**config.mk**
```make
export PLATFORM = sky130hd
export DESIGN_NAME = gated_one_shot
export DESIGN_NICKNAME = d
export VERILOG_FILES = /design/src/rtl/gated_one_shot_pkg.sv /design/src/rtl/gated_one_shot_sync.sv /design/src/rtl/gated_one_shot_datapath.sv /design/src/rtl/gated_one_shot_ctrl.sv /design/src/rtl/gated_one_shot.sv
export SDC_FILE = /design/constraint.sdc
export NUM_CORES = 1
export LEC_CHECK = 0
export BUFFER_PORTS_ARGS = -buffer_cell sky130_fd_sc_hd__buf_2
export CAP_MARGIN = 20
export CORE_ASPECT_RATIO = 1.75
export CORE_MARGIN = 2
export CORE_UTILIZATION = 40
export CTS_CLUSTER_SIZE = 28
export DETAILED_ROUTE_END_ITERATION = 8
export HOLD_SLACK_MARGIN = 0.1
export SLEW_MARGIN = 40
export SYNTH_ARGS = -nofsm -noshare
export SYNTH_HDL_FRONTEND = slang
export SYNTH_SLANG_ARGS = --single-unit
export TNS_END_PERCENT = 20
```
**constraint.sdc**
```tcl
create_clock -name clk -period 2.25 [get_ports clk]
set_input_delay 0.1125 -clock clk [delete_from_list [all_inputs] [get_ports clk]]
set_output_delay 0.1125 -clock clk [all_outputs]
set_load 0.1 [all_outputs]
```
**src/rtl/gated_one_shot_pkg.sv**
```systemverilog
package gated_one_shot_pkg;

  // Strobes issued by the control unit to the counting datapath.
  typedef struct packed {
    logic load;       // latch the width and start counting
    logic decrement;  // one cycle of the pulse has elapsed
    logic halt;       // abandon the count (clear or end)
  } pulseCmd_t;

  typedef enum logic {
    ST_IDLE  = 1'b0,
    ST_PULSE = 1'b1
  } pulseState_t;

endpackage

```
**src/rtl/gated_one_shot_sync.sv**
```systemverilog
module gated_one_shot_sync #(
  parameter int STAGES = 2,
  parameter int LANES  = 2
) (
  input  logic             clk,
  input  logic             rstN,
  input  logic [LANES-1:0] asyncIn,
  output logic [LANES-1:0] syncOut
);

  localparam int LAST = STAGES - 1;

  for (genvar lane = 0; lane < LANES; lane++) begin : gLane
    logic [STAGES-1:0] chain;

    always_ff @(posedge clk or negedge rstN) begin
      if (!rstN) begin
        chain <= '0;
      end else if (STAGES == 1) begin
        chain <= asyncIn[lane];
      end else begin
        chain <= {chain[STAGES-2:0], asyncIn[lane]};
      end
    end

    assign syncOut[lane] = chain[LAST];
  end

endmodule

```
**src/rtl/gated_one_shot_datapath.sv**
```systemverilog
module gated_one_shot_datapath
  import gated_one_shot_pkg::*;
#(
  parameter int WIDTH_BITS = 16
) (
  input  logic                  clk,
  input  logic                  rstN,
  input  pulseCmd_t             cmd,
  input  logic [WIDTH_BITS-1:0] widthIn,
  output logic                  lastCycle
);

  localparam logic [WIDTH_BITS-1:0] ONE = {{(WIDTH_BITS-1){1'b0}}, 1'b1};

  logic [WIDTH_BITS-1:0] remaining;
  logic [WIDTH_BITS-1:0] loadValue;

  // A zero width is promoted to the shortest legal pulse.
  always_comb begin
    loadValue = (widthIn == '0) ? ONE : widthIn;
  end

  always_ff @(posedge clk or negedge rstN) begin
    if (!rstN) begin
      remaining <= '0;
    end else if (cmd.halt) begin
      remaining <= '0;
    end else if (cmd.load) begin
      remaining <= loadValue;
    end else if (cmd.decrement && remaining != '0) begin
      remaining <= remaining - ONE;
    end
  end

  assign lastCycle = (remaining == ONE);

  AST_LOAD_NONZERO: assert property (@(posedge clk) disable iff (!rstN)
    cmd.load && !cmd.halt |=> remaining != '0);

  AST_COUNT_STEP: assert property (@(posedge clk) disable iff (!rstN)
    cmd.decrement && !cmd.halt && !cmd.load && remaining > ONE
      |=> remaining == $past(remaining) - ONE);

endmodule

```
**src/rtl/gated_one_shot_ctrl.sv**
```systemverilog
module gated_one_shot_ctrl
  import gated_one_shot_pkg::*;
#(
  parameter int SYNC_STAGES = 2
) (
  input  logic      clk,
  input  logic      rstN,
  input  logic      clrN,
  input  logic      fallSync,
  input  logic      riseSync,
  input  logic      lastCycle,
  output pulseCmd_t cmd,
  output logic      qOut,
  output logic      qOutN
);

  // Edges are masked until the synchronisers and the history flops hold real samples.
  localparam int WARM_CYCLES = SYNC_STAGES + 1;
  localparam int WARM_BITS   = $clog2(WARM_CYCLES + 1);
  localparam logic [WARM_BITS-1:0] WARM_LIMIT = WARM_BITS'(WARM_CYCLES);

  logic [WARM_BITS-1:0] warmCnt;
  logic armed;
  logic fallPrev, risePrev;
  logic fallEdge, riseEdge;
  logic fireReq;
  pulseState_t state, stateNext;

  always_ff @(posedge clk or negedge rstN) begin
    if (!rstN) begin
      warmCnt <= '0;
    end else if (warmCnt != WARM_LIMIT) begin
      warmCnt <= warmCnt + 1'b1;
    end
  end

  assign armed = (warmCnt == WARM_LIMIT);

  always_ff @(posedge clk or negedge rstN) begin
    if (!rstN) begin
      fallPrev <= 1'b0;
      risePrev <= 1'b0;
    end else begin
      fallPrev <= fallSync;
      risePrev <= riseSync;
    end
  end

  // Each line is gated by the present level of the other.
  always_comb begin
    fallEdge = armed && fallPrev && !fallSync;
    riseEdge = armed && !risePrev && riseSync;
    fireReq  = (fallEdge && riseSync) || (riseEdge && !fallSync);
  end

  always_comb begin
    stateNext = state;
    cmd       = '0;
    if (!clrN) begin
      stateNext = ST_IDLE;
      cmd.halt  = 1'b1;
    end else begin
      unique case (state)
        ST_IDLE: begin
          if (fireReq) begin
            stateNext = ST_PULSE;
            cmd.load  = 1'b1;
          end
        end
        ST_PULSE: begin
          if (lastCycle) begin
            stateNext = ST_IDLE;
            cmd.halt  = 1'b1;
          end else begin
            cmd.decrement = 1'b1;
          end
        end
        default: stateNext = ST_IDLE;
      endcase
    end
  end

  always_ff @(posedge clk or negedge rstN) begin
    if (!rstN) begin
      state <= ST_IDLE;
      qOut  <= 1'b0;
      qOutN <= 1'b1;
    end else begin
      state <= stateNext;
      qOut  <= (stateNext == ST_PULSE);
      qOutN <= (stateNext != ST_PULSE);
    end
  end

  AST_CLEAR_DROPS: assert property (@(posedge clk) disable iff (!rstN)
    !clrN |=> !qOut);

  AST_NO_EARLY_END: assert property (@(posedge clk) disable iff (!rstN)
    qOut && !lastCycle && clrN |=> qOut);

  AST_END_AFTER_LAST: assert property (@(posedge clk) disable iff (!rstN)
    qOut && lastCycle |=> !qOut);

  AST_INHIBITED_IDLE: assert property (@(posedge clk) disable iff (!rstN)
    !qOut && !(fallPrev && !fallSync && riseSync)
      && !(!risePrev && riseSync && !fallSync) |=> !qOut);

  AST_OUT_COMPLEMENT: assert property (@(posedge clk) disable iff (!rstN)
    qOutN == !qOut);

endmodule

```
**src/rtl/gated_one_shot.sv**
```systemverilog
module gated_one_shot
  import gated_one_shot_pkg::*;
#(
  parameter int WIDTH_BITS  = 16,
  parameter int SYNC_STAGES = 2
) (
  input  logic                  clk,
  input  logic                  rstN,
  input  logic                  clrN,
  input  logic                  fallTrigIn,
  input  logic                  riseTrigIn,
  input  logic [WIDTH_BITS-1:0] widthIn,
  output logic                  pulseOut,
  output logic                  pulseOutN
);

  localparam int TRIG_LANES = 2;

  logic [TRIG_LANES-1:0] trigSync;
  pulseCmd_t cmd;
  logic lastCycle;

  gated_one_shot_sync #(
    .STAGES(SYNC_STAGES),
    .LANES (TRIG_LANES)
  ) sync_i (
    .clk    (clk),
    .rstN   (rstN),
    .asyncIn({riseTrigIn, fallTrigIn}),
    .syncOut(trigSync)
  );

  gated_one_shot_ctrl #(
    .SYNC_STAGES(SYNC_STAGES)
  ) ctrl_i (
    .clk      (clk),
    .rstN     (rstN),
    .clrN     (clrN),
    .fallSync (trigSync[0]),
    .riseSync (trigSync[1]),
    .lastCycle(lastCycle),
    .cmd      (cmd),
    .qOut     (pulseOut),
    .qOutN    (pulseOutN)
  );

  gated_one_shot_datapath #(
    .WIDTH_BITS(WIDTH_BITS)
  ) dp_i (
    .clk      (clk),
    .rstN     (rstN),
    .cmd      (cmd),
    .widthIn  (widthIn),
    .lastCycle(lastCycle)
  );

endmodule

```
## Yosys cells after proc, flatten, opt, wreduce, memory -nomap -nowiden

Cells that the tools add are included.

| storage, ports and cells | value |
|---|---|
| bits of input ports | 21 |
| register bits | 26 |
| word-level logic and storage cells | 41 |
| output and inout bits | 2 |

| operators by class | value |
|---|---|
| mux-type cells | 13 |
| reductions and logical operators | 13 |
| bitwise operators | 2 |
| add/subtract/negate cells | 2 |
| equality and inequality tests | 3 |

Operator list:

| cell | number |
|---|---|
| two-way mux 16 bit | 4 |
| equality test 16 x 1 -> 1 bit, second input constant | 1 |
| logical NOT 16 bit | 1 |
| nonzero test 16 bit | 1 |
| subtractor 16 x 1 -> 16 bit, second input constant | 1 |
| logical AND 1 bit | 7 |
| two-way mux 1 bit | 6 |
| two-way mux 2 bit | 2 |
| nonzero test 3 bit | 1 |
| adder 2 x 1 -> 2 bit, second input constant | 1 |
| equality test 2 bit, second input constant | 1 |
| logical NOT 1 bit | 2 |
| inequality test 2 bit, second input constant | 1 |
| inverter 1 bit | 2 |
| case mux 1 bit (2 select lines) | 1 |
| logical OR 1 bit | 1 |

## Logic depth before layout (Yosys ltp)

| depth | value |
|---|---|
| word-level depth | 12 |
| depth in mapped cells | 8 |

## Cells and area by module

From an unflattened synthesis, not the netlist that was laid out.

| second synthesis, totals | value |
|---|---|
| cells, all modules | 156 |
| area total of the unflattened synthesis | 1492.7 µm² |

Modules (own cells, without submodules):

| module | area an instance (µm²) | instances | cells each | seq. area each (µm²) |
|---|---|---|---|---|
| gated_one_shot_datapath | 1136.1 | 1 | 133 | 400.4 |
| gated_one_shot_ctrl | 241.5 | 1 | 17 | 151.4 |
| gated_one_shot_sync | 115.1 | 1 | 6 | 100.1 |

## Worst setup path after synthesis

OpenSTA, ideal clock, no wires.

| path | value |
|---|---|
| path type | register to register |
| start | register, netlist name ctrl_i.qOut |
| end | register dp_i.remaining[10] |
| cell stages (with the launch flop) | 7 |
| clock period less this slack | 2310 ps |
| required time | 2124 ps |
| arrival time | 2184 ps |
| setup time | 126 ps |
| path slack | -60 ps |
| path buffers | 2 |
| cells stage by stage | dfrtp_1 clkbuf_1 nand2b_1 o31ai_1 o31ai_4 buf_2 a221o_1 |

RTL lines:

| item | RTL line | RTL |
|---|---|---|
| end signal: assignment | gated_one_shot_datapath.sv:29 | `remaining <= loadValue;` |
| end signal: assignment | gated_one_shot_datapath.sv:31 | `remaining <= remaining - ONE;` |
| end: declaration | gated_one_shot_datapath.sv:15 | `logic [WIDTH_BITS-1:0] remaining;` |

## Worst setup path in the final report

| path | value |
|---|---|
| start | register dp_i.remaining[12] |
| end | register dp_i.remaining[4] |

| on the way | value |
|---|---|
| cells in the longest elaborated chain, start to end | 6 |

RTL lines:

| item | RTL line | RTL |
|---|---|---|
| equality test 16 x 1 -> 1 bit | gated_one_shot_datapath.sv:35 | `assign lastCycle = (remaining == ONE);` |
| two-way mux 1 bit | gated_one_shot_ctrl.sv:71 | `if (lastCycle) begin` |
| two-way mux 2 bit | gated_one_shot_ctrl.sv:63 | `unique case (state)` |
| two-way mux 2 bit | gated_one_shot_ctrl.sv:59 | `if (!clrN) begin` |
| logical AND 1 bit | gated_one_shot_datapath.sv:30 | `end else if (cmd.decrement && remaining != '0) begin` |
| nonzero test 3 bit (no line) | - |  |

Several ways; a longest one is shown, not always the timed one.
A chain may end at the register's enable or synchronous reset.

==> flow_summary_export.csv <==
group,metric,value,unit
worst_setup_path,arrival,2.21,ns
worst_setup_path,critPathKind,"reg2reg",
worst_setup_path,crit_path_max_incr_delay,0.45,ns
min_path,holdCritPathClass,"in2reg",
global_routing,grt.total_usage,0.187,
sta,max_slew_margin,0.587,
die,num_rows,29,
die,ios,23,
worst_setup_path,cp_max_fo,14,
die,dieArea,4210,µm²
sta,period_share,0.909,
sta,slew_violations,0,
synth,yosys.area.top_type,"dfrtp_1",
sta,fin_crit,2.05,ns
cts,max-clock-path-buffers,2,
synth,yosys_warnings,0,
outcome,outcome,"finished clean",
sta,finalSetupViolations,0,
synth,synth.avg_cell_area,10.4,µm²
routing,wl_per_cell,16.1,µm
die,die_height,84.4,µm
final_layout,drive_above_1_share,0.276,
power_and_ir_drop,power.density,873,nW/µm²
cts,insertion_delay,0.27,ns
worst_setup_path,cp.required,2.41,ns
final_layout,fin_area,1850,µm²
routing,routed_wl,3.66,mm
final_layout,antennaDiodeCount,0,
routing,num_vias,1315,
synth,netlist_top_cells_area,"dfrtp_1 42%, a221o_1 4.7%, ha_1 3.4%, nor2_1 2.5%, a21oi_1 2.4%",
cts,numCtsBuffers,3,
synth,synth.yosys.seq_area_share,0.442,
synth,async_reset_ff_frac,1.00,
sta,setup_ws,0.205,ns
final_layout,area_growth,25.5,%
routing,drtPass1Iterations,4,
routing,drt_iter0_drc,35,
routing,ant_nets,0,
final_layout,fillCellCount,333,
global_routing,grt_pass1_vias,1378,
global_routing,grt_max_degree,27,
global_routing,grt_overflow,0,
run,drv_cap,0,
synth,synth_ff_type,"dfrtp_1",
synth,synth_top_area_share,0.424,
placement,placedCellCount,211,
global_routing,grt_pass1_wl,6.09,mm
sta,skew,0.00411,ns
placement,place_ws,0.117,ns
placement,place_congestion,0.839,
final_layout,final_cell_count_no_fill,227,
cts,cts_root_buf,"clkbuf_8",
final_layout,nNetsFinal,207,
routing,via_per_inst,5.79,
synth,synth-edff-count,0,
sta,worstMarginPinSlew,0.616,ns
power_and_ir_drop,p_leak,0.807,nW
sta,rsz0062_at_grt,"no",
cts,h-tree-depth,1,
synth,netlist_instances,142,
placement,placed_cell_area,1670,µm²
synth,synth.distinct_cells,49,
cts,numClockSinks,26,
placement,dp_hpwl,2.74,mm
sta,hold_viol,0,
die,core_area,3590,µm²
global_routing,grt_antenna_before_repair,0,
routing,drc,0,
worst_setup_path,cp-end-kind,"register",
worst_setup_path,critical-path-top-delay-family,"compound AO/OA/AOI/OAI gates",
worst_setup_path,crit_chain,"nor4_2 -> nand3b_2 -> o311ai_4 -> buf_4 -> o31ai_1 -> a221o_2",
die,start_util,0.411,
power_and_ir_drop,peakVddDrop,396,µV
synth,syn-num-nets,167,
final_layout,regArea,653,µm²
worst_setup_path,path_buf_inv,1,
sta,fin_setup_tns,0,ns
sta,fmax,0.489,GHz
synth,syn_area,1480,µm²
cts,cts_tree,"yes",
placement,port_buffers,22,
final_layout,multi_input_area,786,µm²
synth,ys_ff_latch,26,
worst_setup_path,start_kind,"register",
die,die_w,49.9,µm
worst_setup_path,crit_slowest_cell,"dfrtp_1",
cts,cts.reportedPaths.clkPinSlew,0.09,ns
-- registers in the layout (all words and copies together) (netlist names) --
register / cells
ctrl_i.risePrev: 1
ctrl_i.qOut: 1
ctrl_i.warmCnt: 2
sync_i.gLane.chain: 4
ctrl_i.fallPrev: 1
ctrl_i.qOutN: 1
dp_i.remaining: 16
-- Yosys cell counts (all sizes together) (5+ instances only) --
library cell  count
dfrtp            25
nand2            10
nor2             10
a221o             8
a21oi             7
nand3             6
nor3              6
inv               5
nor4              5
o31ai             5
-- worst min-delay path, cell delays in order --
cell and delay [ns]:
buf_2 0.09, a22oi_1 0.06, o21ai_0 0.08
-- repair_timing --
action	in CTS	in global routing
gates resized for setup	0	1
endpoints found under the hold margin	36	0
setup endpoints to repair	0	1
hold buffers	12	0
buffers inserted	0	0
-- kinds of logic (layout without fill, tap and decap cells) --
kind of cell,count (synthesis),in the layout,synth area share
muxes,1,1,0.00763
DFF,26,26,0.442
xor gates and xnor gates,4,4,0.0237
buffers and inverters,11,50,0.0339
adders and majority gates,4,4,0.0339
AOI/OAI and AO/OA,41,41,0.237
and+or+nand+nor,55,55,0.222
-- power breakdown --
group	switching [W]	internal (W)	total, W
Clock	0.000153	0.000157	0.000310
Sequential	0.0000808	0.000528	0.000608
Combinational	0.000413	0.000286	0.000699
-- layer usage --
metal,routed length [µm],global-route usage,vias to the layer above
li1,-,-,627
met1,1390,0.192,648
met2,2090,0.358,36
met3,138,0.0249,4
met4,38,0.0884,0
met5,0,0,-
-- layout make-up --
type	count	area share
Sequential cell	26	0.352
Clock buffer	4	0.0297
Inverter	5	0.0101
Multi-Input combinational cell	105	0.424
Tap cell	46	0.0311
Timing Repair Buffer	41	0.153
-- path summary, 6_finish.rpt --
path                                                          from                            endpoint  slack, ns  cells past startpoint
worst max-delay path                dp_i.remaining[12]$_DFFE_PN0P_       dp_i.remaining[4]$_DFFE_PN0P_       0.20                      6
worst max register to register      dp_i.remaining[12]$_DFFE_PN0P_       dp_i.remaining[4]$_DFFE_PN0P_       0.20                      6
worst min-delay path                                   widthIn[13]      dp_i.remaining[13]$_DFFE_PN0P_       0.11                      3
min in group asynchronous                                     rstN       dp_i.remaining[3]$_DFFE_PN0P_       0.37                      2
worst min register to register  sync_i.gLane[0].chain[0]$_DFF_PN0_  sync_i.gLane[0].chain[1]$_DFF_PN0_       0.37                      0
max in group asynchronous                                     rstN               ctrl_i.qOut$_DFF_PN0_       1.46                      2
-- layout by cell type, fill, tap and decap left out, drive strengths merged, types with 2 or more instances in the layout --
cell          n
nor4          5
o31ai         5
nand3b        2
nand3         6
or3           3
buf          29
nand2        10
a21oi         7
xnor2         3
ha            4
a221o         8
o41ai         2
clkbuf        4
inv           5
o311ai        2
nor2         10
o21ai         4
nand4         4
a22oi         4
nor3b         2
dfrtp        25
nor2b         2
nor3          6
dlygate4sd3  12
-- stage by stage --
step	utilization	total power (W)	hold slack [ns]
2_1_floorplan	-	0.00110	-0.183
3_3_place_gp	0.465	0.00128	0.136
3_5_place_dp	0.465	0.00129	0.155
4_1_cts	0.514	0.00162	0.103
5_1_grt	0.516	0.00173	0.102
6_report	0.516	0.00162	0.109
Power figures use the tool's default switching activity.
